### src/rtl/pit_pkg.sv
package pit_pkg;

    localparam int BUS_W = 8;
    localparam int CNT_W = 2 * BUS_W;

    // access code in mode byte bits 5:4
    typedef enum logic [1:0] {
        ACC_LATCH = 2'd0,
        ACC_LO    = 2'd1,
        ACC_HI    = 2'd2,
        ACC_BOTH  = 2'd3
    } acc_e;

    // register addresses
    typedef enum logic [1:0] {
        ADR_DATA = 2'd0,
        ADR_MODE = 2'd1,
        ADR_CTRL = 2'd2,
        ADR_NONE = 2'd3
    } adr_e;

    // control register bit positions
    localparam int CTL_GATE = 0;
    localparam int CTL_SPK  = 1;
    localparam int CTL_OUT  = 5;

endpackage

### src/rtl/pit_host_regs.sv
module pit_host_regs
    import pit_pkg::*;
#(
    parameter logic [1:0] CHAN_ID = 2'd2
) (
    input  logic             clk,
    input  logic             rst_n,
    input  logic             wr_en,
    input  logic             rd_en,
    input  logic [1:0]       addr,
    input  logic [BUS_W-1:0] wdata,
    output logic [BUS_W-1:0] rdata,
    input  logic [CNT_W-1:0] count_i,
    input  logic             out_i,
    output logic             mode_wr_o,
    output logic             mode_sqw_o,
    output logic             load_o,
    output logic             hold_o,
    output logic [CNT_W-1:0] reload_o,
    output logic             sqw_o,
    output logic             gate_o,
    output logic             spk_en_o
);

    typedef struct packed {
        logic             sqw;
        acc_e             acc;
        logic             wr_hi;
        logic             rd_hi;
        logic             latch_v;
        logic [CNT_W-1:0] latch;
        logic [CNT_W-1:0] reload;
        logic             gate;
        logic             spk_en;
    } host_t;

    host_t q, d;

    logic             sel_mode;
    acc_e             acc_new;
    logic [2:0]       op_new;
    logic [CNT_W-1:0] rd_src;
    logic             rd_pick_hi;
    adr_e             adr;

    always_comb begin
        d          = q;
        mode_wr_o  = 1'b0;
        mode_sqw_o = 1'b0;
        load_o     = 1'b0;
        hold_o     = 1'b0;
        rdata      = '0;
        adr        = adr_e'(addr);
        acc_new    = acc_e'(wdata[5:4]);
        op_new     = wdata[3:1];
        sel_mode   = wr_en && (adr == ADR_MODE) && (wdata[7:6] == CHAN_ID);
        rd_src     = q.latch_v ? q.latch : count_i;
        rd_pick_hi = (q.acc == ACC_HI) || ((q.acc == ACC_BOTH) && q.rd_hi);

        // read data path
        case (adr)
            ADR_DATA: rdata = rd_pick_hi ? rd_src[CNT_W-1:BUS_W] : rd_src[BUS_W-1:0];
            ADR_CTRL: begin
                rdata[CTL_GATE] = q.gate;
                rdata[CTL_SPK]  = q.spk_en;
                rdata[CTL_OUT]  = out_i;
            end
            default:  rdata = '0;
        endcase

        // mode register
        if (sel_mode) begin
            if (acc_new == ACC_LATCH) begin
                if (!q.latch_v) begin
                    d.latch_v = 1'b1;
                    d.latch   = count_i;
                    d.rd_hi   = 1'b0;
                end
            end else begin
                d.acc      = acc_new;
                d.sqw      = &op_new[1:0];
                d.wr_hi    = 1'b0;
                d.rd_hi    = 1'b0;
                d.latch_v  = 1'b0;
                mode_wr_o  = 1'b1;
                mode_sqw_o = &op_new[1:0];
            end
        end

        // data port write
        if (wr_en && (adr == ADR_DATA)) begin
            case (q.acc)
                ACC_LO: begin
                    d.reload = {{BUS_W{1'b0}}, wdata};
                    load_o   = 1'b1;
                end
                ACC_HI: begin
                    d.reload = {wdata, {BUS_W{1'b0}}};
                    load_o   = 1'b1;
                end
                ACC_BOTH: begin
                    if (!q.wr_hi) begin
                        d.reload[BUS_W-1:0] = wdata;
                        d.wr_hi             = 1'b1;
                        hold_o              = 1'b1;
                    end else begin
                        d.reload[CNT_W-1:BUS_W] = wdata;
                        d.wr_hi                 = 1'b0;
                        load_o                  = 1'b1;
                    end
                end
                default: ;
            endcase
        end

        // control register write
        if (wr_en && (adr == ADR_CTRL)) begin
            d.gate   = wdata[CTL_GATE];
            d.spk_en = wdata[CTL_SPK];
        end

        // data port read sequencing
        if (rd_en && (adr == ADR_DATA)) begin
            case (q.acc)
                ACC_BOTH: begin
                    if (!q.rd_hi) begin
                        d.rd_hi = 1'b1;
                    end else begin
                        d.rd_hi   = 1'b0;
                        d.latch_v = 1'b0;
                    end
                end
                default: d.latch_v = 1'b0;
            endcase
        end
    end

    always_ff @(posedge clk or negedge rst_n) begin
        if (!rst_n) begin
            q <= '{sqw: 1'b0, acc: ACC_BOTH, wr_hi: 1'b0, rd_hi: 1'b0, latch_v: 1'b0,
                   latch: '0, reload: '0, gate: 1'b0, spk_en: 1'b0};
        end else begin
            q <= d;
        end
    end

    assign reload_o = q.reload;
    assign sqw_o    = q.sqw;
    assign gate_o   = q.gate;
    assign spk_en_o = q.spk_en;

endmodule

### src/rtl/pit_count_core.sv
module pit_count_core
    import pit_pkg::*;
(
    input  logic             clk,
    input  logic             rst_n,
    input  logic             tick,
    input  logic             gate,
    input  logic             sqw,
    input  logic             mode_wr,
    input  logic             mode_sqw,
    input  logic             load,
    input  logic             hold,
    input  logic [CNT_W-1:0] reload,
    output logic [CNT_W-1:0] count_o,
    output logic             out_o
);

    localparam logic [CNT_W-1:0] HALF_FULL = {1'b1, {(CNT_W-1){1'b0}}};
    localparam logic [CNT_W-1:0] ONE       = {{(CNT_W-1){1'b0}}, 1'b1};

    typedef struct packed {
        logic [CNT_W-1:0] count;
        logic             out;
        logic             pend;
        logic             run;
    } core_t;

    core_t q, d;

    logic [CNT_W-1:0] half_hi;
    logic [CNT_W-1:0] half_lo;

    // phase lengths of the square wave; a zero reload stands for 2**CNT_W
    always_comb begin
        if (reload == '0) begin
            half_hi = HALF_FULL;
            half_lo = HALF_FULL;
        end else begin
            half_hi = (reload >> 1) + {{(CNT_W-1){1'b0}}, reload[0]};
            half_lo = reload >> 1;
            if (half_lo == '0) begin
                half_lo = ONE;
            end
        end
    end

    always_comb begin
        d = q;
        if (mode_wr) begin
            d.run  = 1'b0;
            d.pend = 1'b0;
            d.out  = mode_sqw;
        end else if (load) begin
            d.pend = 1'b1;
            d.run  = 1'b0;
            d.out  = sqw;
        end else if (hold && !sqw) begin
            d.run = 1'b0;
        end else if (sqw && !gate) begin
            d.out = 1'b1;
            if (q.run) begin
                d.pend = 1'b1;
                d.run  = 1'b0;
            end
        end else if (tick && gate) begin
            if (q.pend) begin
                d.pend  = 1'b0;
                d.run   = 1'b1;
                d.count = sqw ? half_hi : reload;
                if (sqw) begin
                    d.out = 1'b1;
                end
            end else if (q.run) begin
                if (sqw) begin
                    if (q.count == ONE) begin
                        d.out   = ~q.out;
                        d.count = q.out ? half_lo : half_hi;
                    end else begin
                        d.count = q.count - ONE;
                    end
                end else begin
                    d.count = q.count - ONE;
                    if (q.count == ONE) begin
                        d.out = 1'b1;
                    end
                end
            end
        end
    end

    always_ff @(posedge clk or negedge rst_n) begin
        if (!rst_n) begin
            q <= '0;
        end else begin
            q <= d;
        end
    end

    assign count_o = q.count;
    assign out_o   = q.out;

endmodule

### src/rtl/pit_channel.sv
module pit_channel
    import pit_pkg::*;
#(
    parameter logic [1:0] CHAN_ID = 2'd2
) (
    input  logic             clk,
    input  logic             rst_n,
    input  logic             tick,
    input  logic             wr_en,
    input  logic             rd_en,
    input  logic [1:0]       addr,
    input  logic [BUS_W-1:0] wdata,
    output logic [BUS_W-1:0] rdata,
    output logic             cnt_out,
    output logic             spk_out
);

    logic [CNT_W-1:0] count_w;
    logic [CNT_W-1:0] reload_w;
    logic             out_w;
    logic             mode_wr_w;
    logic             mode_sqw_w;
    logic             load_w;
    logic             hold_w;
    logic             sqw_w;
    logic             gate_w;
    logic             spk_en_w;

    pit_host_regs #(
        .CHAN_ID (CHAN_ID)
    ) i_host (
        .clk        (clk),
        .rst_n      (rst_n),
        .wr_en      (wr_en),
        .rd_en      (rd_en),
        .addr       (addr),
        .wdata      (wdata),
        .rdata      (rdata),
        .count_i    (count_w),
        .out_i      (out_w),
        .mode_wr_o  (mode_wr_w),
        .mode_sqw_o (mode_sqw_w),
        .load_o     (load_w),
        .hold_o     (hold_w),
        .reload_o   (reload_w),
        .sqw_o      (sqw_w),
        .gate_o     (gate_w),
        .spk_en_o   (spk_en_w)
    );

    pit_count_core i_core (
        .clk      (clk),
        .rst_n    (rst_n),
        .tick     (tick),
        .gate     (gate_w),
        .sqw      (sqw_w),
        .mode_wr  (mode_wr_w),
        .mode_sqw (mode_sqw_w),
        .load     (load_w),
        .hold     (hold_w),
        .reload   (reload_w),
        .count_o  (count_w),
        .out_o    (out_w)
    );

    assign cnt_out = out_w;
    assign spk_out = spk_en_w & out_w;

endmodule

### config.mk
export PLATFORM = sky130hd
export DESIGN_NAME = pit_channel
export DESIGN_NICKNAME = d
export VERILOG_FILES = /design/src/rtl/pit_pkg.sv /design/src/rtl/pit_host_regs.sv /design/src/rtl/pit_count_core.sv /design/src/rtl/pit_channel.sv
export SDC_FILE = /design/constraint.sdc
export NUM_CORES = 1
export LEC_CHECK = 0
export ABC_CLOCK_PERIOD_IN_PS = 3400
export BUFFER_PORTS_ARGS = -buffer_cell sky130_fd_sc_hd__buf_2
export CAP_MARGIN = 20
export CORE_ASPECT_RATIO = 1.5
export CORE_MARGIN = 5
export CORE_UTILIZATION = 62
export CTS_BUF_LIST = sky130_fd_sc_hd__clkbuf_16
export CTS_CLUSTER_DIAMETER = 80
export DETAILED_ROUTE_END_ITERATION = 10
export HOLD_SLACK_MARGIN = 0.08
export MAX_ROUTING_LAYER = met4
export PLACE_DENSITY = 0.92
export SYNTH_ARGS = -nofsm -noshare
export SYNTH_HDL_FRONTEND = slang
export SYNTH_SLANG_ARGS = --single-unit
### constraint.sdc
create_clock -name clk -period 3.4 [get_ports clk]
set_input_delay 0.68 -clock clk [delete_from_list [all_inputs] [get_ports clk]]
set_output_delay 0.68 -clock clk [all_outputs]
set_load 0.005 [all_outputs]
-- Yosys cells after proc, flatten, opt, wreduce, memory -nomap -nowiden
Cells that the tools add are included.
- bits in registers: 59
- bits of input ports: 15
- output and inout bits: 10
- logic and storage cells: 121
- add/subtract/negate cells: 2
- eq/ne operators: 14
- muxes and demuxes: 51
- bitwise operators: 8
- reductions and logical operators: 32
- operators with widths (operator ; number):
    $mux 16 ; 7
    $mux 17 ; 3
    $pmux 16 s3 ; 1
    $logic_not 16->1 ; 2
    $mux 8 ; 3
    $mux 1 ; 21
    $mux 19 ; 1
    $mux 18 ; 1
    $add 15x1->16 ; 1
    $eq 16x1->1 const B ; 1
    $sub 16x1->16 const B ; 1
    $mux 15 ; 1
    $mux 3 ; 5
    $reduce_bool 5->1 ; 3
    $reduce_and 3->1 ; 4
    $reduce_and 6->1 ; 2
    $mux 2 ; 5
    $logic_and 1x1->1 ; 9
    $eq 2x2->1 const B ; 4
    $not 1->1 ; 7
    $ne 6x1->1 const B ; 1
    $ne 6x4->1 const B ; 1
    $reduce_and 2->1 ; 3
    $ne 5x3->1 const B ; 1
    other kinds (15) ; 19

-- Logic depth before layout (Yosys ltp)
Gate-level depths: netlist of run 1.
- depth after elaboration: 13
- gate-level depth with buffers: 10
- gate-level depth less buffers: 8

-- By module
From an unflattened synthesis of run 1, not the netlist that was laid out.
- cells, all modules: 509
- area total of the unflattened synthesis: 4754.6 um^2
- modules (own cells, without submodules) (module ; times used ; cells each ; area an instance (um^2)):
    pit_count_core ; 1 ; 328 ; 2575.0
    pit_host_regs ; 1 ; 180 ; 2173.3
    pit_channel ; 1 ; 1 ; 6.3

-- Least setup slack after synthesis of run 1
No wires, ideal clock.
- path kind: register -> output
- start: reg i_host.q[37] (netlist bit)
- end: out rdata[4]
- data arrival time: 1.883 ns
- setup slack: 0.837 ns
- stages on the path, launching flop included: 6
- cells stage by stage: dfstp_2 inv_1 ha_1 a21oi_2 mux4_1 and2_1
- word-level cells in the longest chain between the ends: 5
- ends and longest elaborated chain (item ; line ; RTL):
    start, declared ; pit_host_regs.sv:37 ; host_t q, d;
    start signal, assigned ; pit_host_regs.sv:140 ; q <= '{sqw: 1'b0, acc: ACC_BOTH, wr_hi: 1'b0, rd_hi: 1'b0, latch_v: 1'b0,
    $eq 2x2->1 ; pit_host_regs.sv:58 ; rd_pick_hi = (q.acc == ACC_HI) || ((q.acc == ACC_BOTH) && q.rd_hi);
    $logic_and 1x1->1 ; pit_host_regs.sv:58 ;
    $logic_or 1x1->1 (*) ; pit_host_regs.sv:58 ;
    $mux 8 (*) ; pit_host_regs.sv:62 ; ADR_DATA: rdata = rd_pick_hi ? rd_src[CNT_W-1:BUS_W] : rd_src[BUS_W-1:0];
    $mux 3 (*) ; pit_host_regs.sv:61 ; case (adr)
    end, declared ; pit_channel.sv:13 ; output logic [BUS_W-1:0] rdata,
Every way passes the cells marked *; elsewhere a longest branch is shown, timed or not.

-- Worst setup path after layout of run 1
- start: reg i_host.q[37] (netlist bit)
- end: out rdata[5]
- word-level cells in the longest chain between the ends: 5
- ends and longest elaborated chain (item ; line):
    $eq 2x2->1 ; pit_host_regs.sv:58
    $logic_and 1x1->1 ; pit_host_regs.sv:58
    $logic_or 1x1->1 (*) ; pit_host_regs.sv:58
    $mux 8 (*) ; pit_host_regs.sv:62
    $pmux 1 s2 (*) ; pit_host_regs.sv:61
Marks and branches as above.

==> key figures, run 1 <==
Status
  • Status: complete, no violations

Layout
  • Area occupied by multi-input gates: 2615 µm²
  • Register area: 1479 µm²
  • # diodes: 0
  • Final net count: 535
  • Design Area, Final: 4796 µm²
  • Layout cells sized above 1: 0.1741
  • Layout area overhead: 10.37%
  • Final Non-Filler Cells: 595
  • Layout fillers: 544

Place
  • Final HPWL DP: 8755 µm
  • PortBufs: 24
  • Placed Area: 4458 µm²
  • Placed cells: 578
  • Placer Congestion: 1.022

Synthesis
  • Most frequent cell after synthesis: nand2_1
  • Ys flop type: dfrtp_1
  • Synth warn: 0
  • Net Count, Synth: 530
  • FFs w/ async S/R, synth: 1.000
  • Mapped Area: 4345 µm²
  • Top-area cell type share of the netlist area: 0.3282
  • Post-synth top area cell: dfrtp_1
  • Post-synthesis sequential area ratio: 0.3403
  • Mapped Cells: 507
  • Synth unique cells: 72
  • Most instantiated cells after synthesis: 65 x nand2_1, 57 x dfrtp_1, 41 x nor2_1, 41 x o21ai_0, 28 x clkbuf_1
  • Number of flops mapped to enable cells by yosys: 0
  • Largest cells by area after synthesis: dfrtp_1 33%, nand2_1 5.6%, o21ai_0 4.7%
  • Post-synthesis register bit count: 59
  • Avg Cell Area, Syn: 8.571 µm²

Clocking
  • Clk_lat worst skew: 0.34 ns
  • CTS buffer count: 9
  • Clock buffer depth: 2
  • Clk Tree Root Cell: clkbuf_16
  • Clock tree sinks: 59
  • Htree depth: 3
  • CTS tree: built
  • Reg clk slew, reported paths: 0.05 ns
  • Hold_buf cts: 0

Timing
  • Final setup vio count: 0
  • Rel. slew slack: 0.4430
  • Setup TNS: 0 ns
  • Hold Fails Final Rpt: 0
  • Unrepaired setup endpoints after global routing: false
  • Clock Skew: 0.009788 ns
  • Worst-margin pin slew: 0.8355 ns
  • Fmax: 0.3228 GHz
  • Fin crit period: 3.098 ns
  • Fin crit share: 0.9111
  • Slew Viols, Final: 0

Route
  • DRT iter0 DRCs: 443
  • Detailed Routing Iterations Pass 1: 5
  • Vias per cell: 6.766
  • WL final: 11980 µm
  • DRT antenna net count: 0
  • Avg WL per Cell: 20.13 µm
  • Post-route DRC: 0
  • Detailed-route via count: 4026

Critical path
  • CP Class: flop to output port
  • Worst path arrival time: 2.42 ns
  • CP Cell Sequence: inv_1 -> ha_1 -> a21oi_4 -> mux4_2 -> mux2i_1 -> nor2_1 -> buf_2
  • WP data required: 2.72 ns
  • Max incr delay on CP: 0.56 ns
  • CP max stage cell: mux4_2
  • Worst-path fanout max: 8
  • Nature of the critical path endpoint: output port
  • Worst setup SP type: flop

Power
  • Tot Pwr: 0.003893 W
  • Pwr dens: 811.8 nW/µm²
  • Leak: 2.031 nW
  • Maximum vdd drop: 510.5 µV

Die
  • Die W: 78.36 µm
  • Starting Density: 0.6342
  • Die area: 8818 µm²
  • FP Rows: 37
  • Area of the core: 6852 µm²
  • Chip Height: 112.5 µm
  • I/O pins: 25

GRT
  • Initial antenna violation count: 0
  • Global route total overflow: 0
  • Largest net degree at the start of global routing: 44
  • First-pass GRT wire length: 19850 µm
  • Vias in the first global route: 3873
  • Gr usage total: 0.2975

Flow run
  • MaxCap Viol Count: 0

Min path
  • Worst min path class: input pin to async pin
-- cell usage in the layout (no fill, tap or decap), types with 3 or more instances in the layout --
| master | instances |
|---|---|
| a211oi_1 | 8 |
| a21o_1 | 4 |
| a21oi_1 | 27 |
| a22o_1 | 4 |
| a22oi_1 | 4 |
| a31oi_1 | 6 |
| and2_1 | 8 |
| and3_1 | 4 |
| and4_1 | 3 |
| buf_2 | 24 |
| buf_4 | 13 |
| clkbuf_16 | 9 |
| dfrtp_1 | 57 |
| ha_1 | 8 |
| inv_1 | 17 |
| mux2_2 | 16 |
| mux2i_1 | 5 |
| mux4_2 | 7 |
| nand2_1 | 65 |
| nand2b_1 | 5 |
| nand3_1 | 15 |
| nand3b_1 | 4 |
| nand4_1 | 7 |
| nand4b_1 | 3 |
| nor2_1 | 41 |
| nor3_1 | 12 |
| nor3_2 | 3 |
| nor4_1 | 9 |
| o211ai_1 | 3 |
| o21ai_0 | 41 |
| o221ai_1 | 4 |
| o31ai_1 | 5 |
| or3_1 | 3 |
| or4_1 | 4 |
| xnor2_1 | 11 |
| xor2_1 | 5 |
-- power breakdown --
part           total, W  leakage, nW  internal (W)  switching [W]
Clock          0.000953        0.159      0.000632       0.000321
Combinational   0.00157         1.12      0.000691       0.000874
Sequential      0.00137        0.750      0.000936       0.000439
Total           0.00389         2.03       0.00226        0.00163
-- flip-flops by register name (all words and copies together), names as in the netlist --
name / flops
i_core.count_o: 16
i_core.out_o: 1
i_core.q: 2
i_host.gate_o: 1
i_host.q: 21
i_host.reload_o: 16
i_host.spk_en_o: 1
i_host.sqw_o: 1
-- metrics by stage --
stage          setup WS, ns  utilization  hold WS [ns]
2_1_floorplan        0.8374            -        0.3844
3_3_place_gp         0.5671       0.6507        0.4575
3_5_place_dp         0.5181       0.6507        0.4659
4_1_cts              0.1467       0.6959        0.4774
5_1_grt              0.1729       0.7000        0.1568
6_report             0.3022       0.7000        0.1541
-- cell type report --
class                      count  share of cell area
multi-input combinational    389              0.5453
sequential                    59              0.3084
timing repair buffer          38             0.04957
clock buffer                   9             0.04696
tap                           78             0.02035
clock inverter                 7             0.01774
inverter                      15             0.01174
-- final timing paths --
path,start,end,slack (ns),cells past startpoint
worst max-delay path,i_host.q[37],rdata[5],0.30,7
worst min-delay path,rst_n,i_core.count_o[9],0.15,1
worst max register to register,i_host.reload_o[0],i_core.count_o[10],0.52,8
worst min register to register,i_host.q[19],i_host.q[19],0.47,2
max in group asynchronous,rst_n,i_host.q[37],2.52,3
min in group clk,i_host.q[19],i_host.q[19],0.47,2
-- kinds of logic after synthesis --
family | share of synthesized area
AO/OA/AOI/OAI | 0.2139
AND/OR/NAND/NOR | 0.2355
buffers and inverters | 0.05960
flip-flops | 0.3403
adder cells (fa/ha/maj) | 0.02304
multiplexers | 0.09531
XOR/XNOR | 0.03225
-- metal layers --
metal,track usage,vias to the layer above,part of all wire
met3,0.05297,43,0.074
met2,0.4891,231,0.50
met1,0.3472,1876,0.37
met4,0.1505,0,0.047
met5,-,-,0
li1,-,1876,-
-- worst max-delay path, delay by kind of cell (launching register included) --
family,cells,cell delay (ns)
multiplexers,2,0.70
flip-flops,1,0.54
AO/OA/AOI/OAI,1,0.34
adder cells (fa/ha/maj),1,0.26
buffers and inverters,2,0.18
AND/OR/NAND/NOR,1,0.05
-- repair_timing --
item,CTS,global route
endpoints found under the setup margin,0,1
buffers inserted,0,0
resized for setup,0,1
endpoints found under the hold margin,0,0
(Power assumes the default switching activity.)
==> run 2, diff against run 1 <==
--- a/config.mk
+++ b/config.mk
@@ -10,13 +10,14 @@
 export CAP_MARGIN = 20
 export CORE_ASPECT_RATIO = 1.5
 export CORE_MARGIN = 5
-export CORE_UTILIZATION = 62
+export CORE_UTILIZATION = 38
 export CTS_BUF_LIST = sky130_fd_sc_hd__clkbuf_16
 export CTS_CLUSTER_DIAMETER = 80
+export CTS_CLUSTER_SIZE = 12
 export DETAILED_ROUTE_END_ITERATION = 10
 export HOLD_SLACK_MARGIN = 0.08
 export MAX_ROUTING_LAYER = met4
-export PLACE_DENSITY = 0.92
+export PLACE_DENSITY_LB_ADDON = 0.1
 export SYNTH_ARGS = -nofsm -noshare
 export SYNTH_HDL_FRONTEND = slang
 export SYNTH_SLANG_ARGS = --single-unit
==> run 2 against run 1 <==
Effect of this change: sequential power about the same; sequential share of layout area down 0.36 points; utilization down 26 points; first-iteration DRC count down 46%; routed wire length up 8.5%.
==> key figures, run 2 (same netlist as run 1, synthesis figures left out) <==
Timing
  • Fmax: 0.3315 GHz (was 0.3228 GHz)
  • Clock Skew: 0.007756 ns (was 0.009788 ns)
  • Fin crit share: 0.8872 (was 0.9111)
  • Fin crit period: 3.016 ns (was 3.098 ns)
  • Minimum hold slack: 0.3561 ns (was 0.1541 ns)
  • Worst-margin pin slew: 0.7512 ns (was 0.8355 ns)
  • Unrepaired setup endpoints after global routing: false (unchanged)
  • Rel. slew slack: 0.4954 (was 0.4430)
  • Final setup vio count: 0 (unchanged)
  • Setup TNS: 0 ns (unchanged)
  • Slew Viols, Final: 0 (unchanged)
  • Hold Fails Final Rpt: 0 (unchanged)

Power
  • Clock Power Share: 0.224 (was 0.245)
  • Leak: 2.015 nW (was 2.031 nW)
  • Internal power: 0.002186 W (was 0.002259 W)
  • Sequential power share: 0.354 (was 0.353)
  • Pwr dens: 782.8 nW/µm² (was 811.8 nW/µm²)
  • Maximum vdd drop: 321.8 µV (was 510.5 µV)
  • Tot Pwr: 0.003798 W (was 0.003893 W)
  • Sw frac: 0.4245 (was 0.4198)
  • Combinational power share: 0.422 (was 0.402)
  • Psw: 0.001612 W (was 0.001634 W)

GRT
  • Gr usage total: 0.2022 (was 0.2975)
  • Initial antenna violation count: 0 (unchanged)
  • Global route total overflow: 0 (unchanged)
  • Largest net degree at the start of global routing: 36 (was 44)
  • First-pass GRT wire length: 21110 µm (was 19850 µm)
  • Vias in the first global route: 3740 (was 3873)

Die
  • Chip Height: 141.0 µm (was 112.5 µm)
  • I/O pins: 25 (unchanged)
  • Die W: 97.31 µm (was 78.36 µm)
  • FP Rows: 47 (was 37)
  • Starting Density: 0.3910 (was 0.6342)
  • Area of the core: 11110 µm² (was 6852 µm²)
  • Die area: 13720 µm² (was 8818 µm²)

Place
  • PortBufs: 24 (unchanged)
  • Placed Area: 4581 µm² (was 4458 µm²)
  • Placer Congestion: 0.8777 (was 1.022)
  • Final HPWL DP: 9951 µm (was 8755 µm)

Clocking
  • CTS tree: built (unchanged)
  • Clock tree sinks: 59 (unchanged)
  • Clock buffer depth: 2 (unchanged)
  • Post-CTS Resized: 0 (unchanged)
  • Clk Tree Root Cell: clkbuf_16 (unchanged)
  • CTS buffer count: 9 (unchanged)
  • Clk_lat worst skew: 0.33 ns (was 0.34 ns)
  • Reg clk slew, reported paths: 0.05 ns (about the same)
  • Htree depth: 3 (unchanged)
  • Post-CTS setup buffer count: 0 (unchanged)
  • Hold_buf cts: 0 (unchanged)

Critical path
  • FF-to-FF End: i_core.count_o[6] (was i_core.count_o[10])
  • WP data required: 2.72 ns (about the same)
  • Flop2flop setup slack: 0.76 ns (was 0.52 ns)
  • Worst Path Buf+Inv: 3 (was 2)
  • CP max stage cell: dfstp_2 (was mux4_2)
  • RR Startpoint: i_core.count_o[4] (was i_host.reload_o[0])
  • Max incr delay on CP: 0.54 ns (was 0.56 ns)
  • CP delay by family, top: multiplexers (unchanged)
  • Nature of the critical path endpoint: output port (unchanged)
  • Worst path arrival time: 2.34 ns (was 2.42 ns)
  • CP Cell Sequence: inv_1 -> ha_1 -> a21oi_2 -> buf_4 -> mux4_2 -> mux2i_1 -> nor2_1 -> buf_2 (was inv_1 -> ha_1 -> a21oi_4 -> mux4_2 -> mux2i_1 -> nor2_1 -> buf_2)
  • CP Class: flop to output port (unchanged)
  • Worst-path fanout max: 8 (unchanged)
  • Worst-case reg-to-reg path depth: 6 (was 8)
  • Worst setup SP type: flop (unchanged)

Layout
  • # diodes: 0 (unchanged)
  • Max FFs per register: 21 (unchanged)
  • Layout Utilization: 0.4366 (was 0.7000)
  • Final net count: 538 (was 535)
  • Most frequent cells in the layout: 65 x nand2_1, 57 x dfrtp_1, 41 x nor2_1, 41 x o21ai_0, 27 x a21oi_1 (unchanged)
  • Layout cells sized above 1: 0.1776 (was 0.1741)
  • Design Area, Final: 4852 µm² (was 4796 µm²)
  • Area occupied by multi-input gates: 2614 µm² (was 2615 µm²)
  • Commonest non-fill, non-tap cell in the layout: nand2_1 (unchanged)
  • Register area: 1479 µm² (unchanged)
  • Layout area overhead: 11.66% (was 10.37%)
  • Top reg by flops: i_host.q (unchanged)
  • Layout fillers: 1126 (was 544)

Route
  • DRT iter0 DRCs: 239 (was 443)
  • Post-route DRC: 0 (unchanged)
  • Vias per cell: 5.777 (was 6.766)
  • Detailed Routing Iterations Pass 1: 4 (was 5)
  • Detailed-route via count: 3842 (was 4026)
  • DRT antenna net count: 0 (unchanged)
  • Avg WL per Cell: 19.53 µm (was 20.13 µm)
  • WL final: 12990 µm (was 11980 µm)

Flow run
  • MaxCap Viol Count: 0 (unchanged)

Status
  • Status: complete, no violations (unchanged)

Min path
  • Worst min path class: input pin to async pin (unchanged)
-- run 2: cell count changes in the layout (fill, tap and decap cells not counted), sizes merged --
cell,change
clkinv,+1
buf,+3
inv,-2
bufinv,-1
-- run 2: area by class of cell --
| class | count | share of cell area |
|---|---|---|
| Multi-Input combinational cell | 389 | 0.5387 |
| Sequential cell | 59 | 0.3048 |
| Timing Repair Buffer | 41 | 0.05106 |
| Clock buffer | 9 | 0.04642 |
| Tap cell | 147 | 0.03791 |
| Inverter | 15 | 0.01160 |
| Clock inverter | 5 | 0.009541 |
-- run 2: layer usage --
metal / vias to the layer above / global-route usage / part of all wire
met1: 1856 / 0.2358 / 0.42
li1: 1872 / - / -
met5: - / - / 0
met2: 90 / 0.3464 / 0.52
met3: 24 / 0.02719 / 0.032
met4: 0 / 0.09263 / 0.031
-- run 2: power groups by stage --
stage / Combinational (W) / Clock (W) / Sequential (W)
final: 0.00160 / 0.000852 / 0.00135
after global routing: 0.00178 / 0.000902 / 0.00139
after CTS: 0.00160 / 0.000871 / 0.00134
after detailed placement: 0.00159 / 0 / 0.00135
after global placement: 0.00158 / 0 / 0.00134
after floorplan: 0.00133 / 0 / 0.00110
-- run 2: per-stage QoR --
step	cells	worst slack, ns
2_1_floorplan	507	0.8374
3_3_place_gp	651	0.7438
3_5_place_dp	651	0.7227
4_1_cts	665	0.3618
5_1_grt	665	0.2787
6_report	665	0.3836
-- run 2: worst max-delay path by stage --
stage	startpoint	to	slack (ns)	cells past startpoint
6_report	i_host.q[37]	rdata[5]	0.38	8
5_1_grt	i_host.q[37]	rdata[5]	0.28	8
4_1_cts	i_host.q[37]	rdata[5]	0.36	8
3_5_place_dp	i_host.reload_o[13]	i_core.count_o[6]	0.72	6
3_3_place_gp	addr[1]	i_core.count_o[9]	0.74	8
2_1_floorplan	i_host.q[37]	rdata[4]	0.84	5
-- run 2: worst reg2reg max path: cells and delay by family, from the launching register on --
kind / cells / cell delay (ns)
AND/OR/NAND/NOR: 3 / 1.61
AO/OA/AOI/OAI: 3 / 0.52
flip-flops: 1 / 0.45
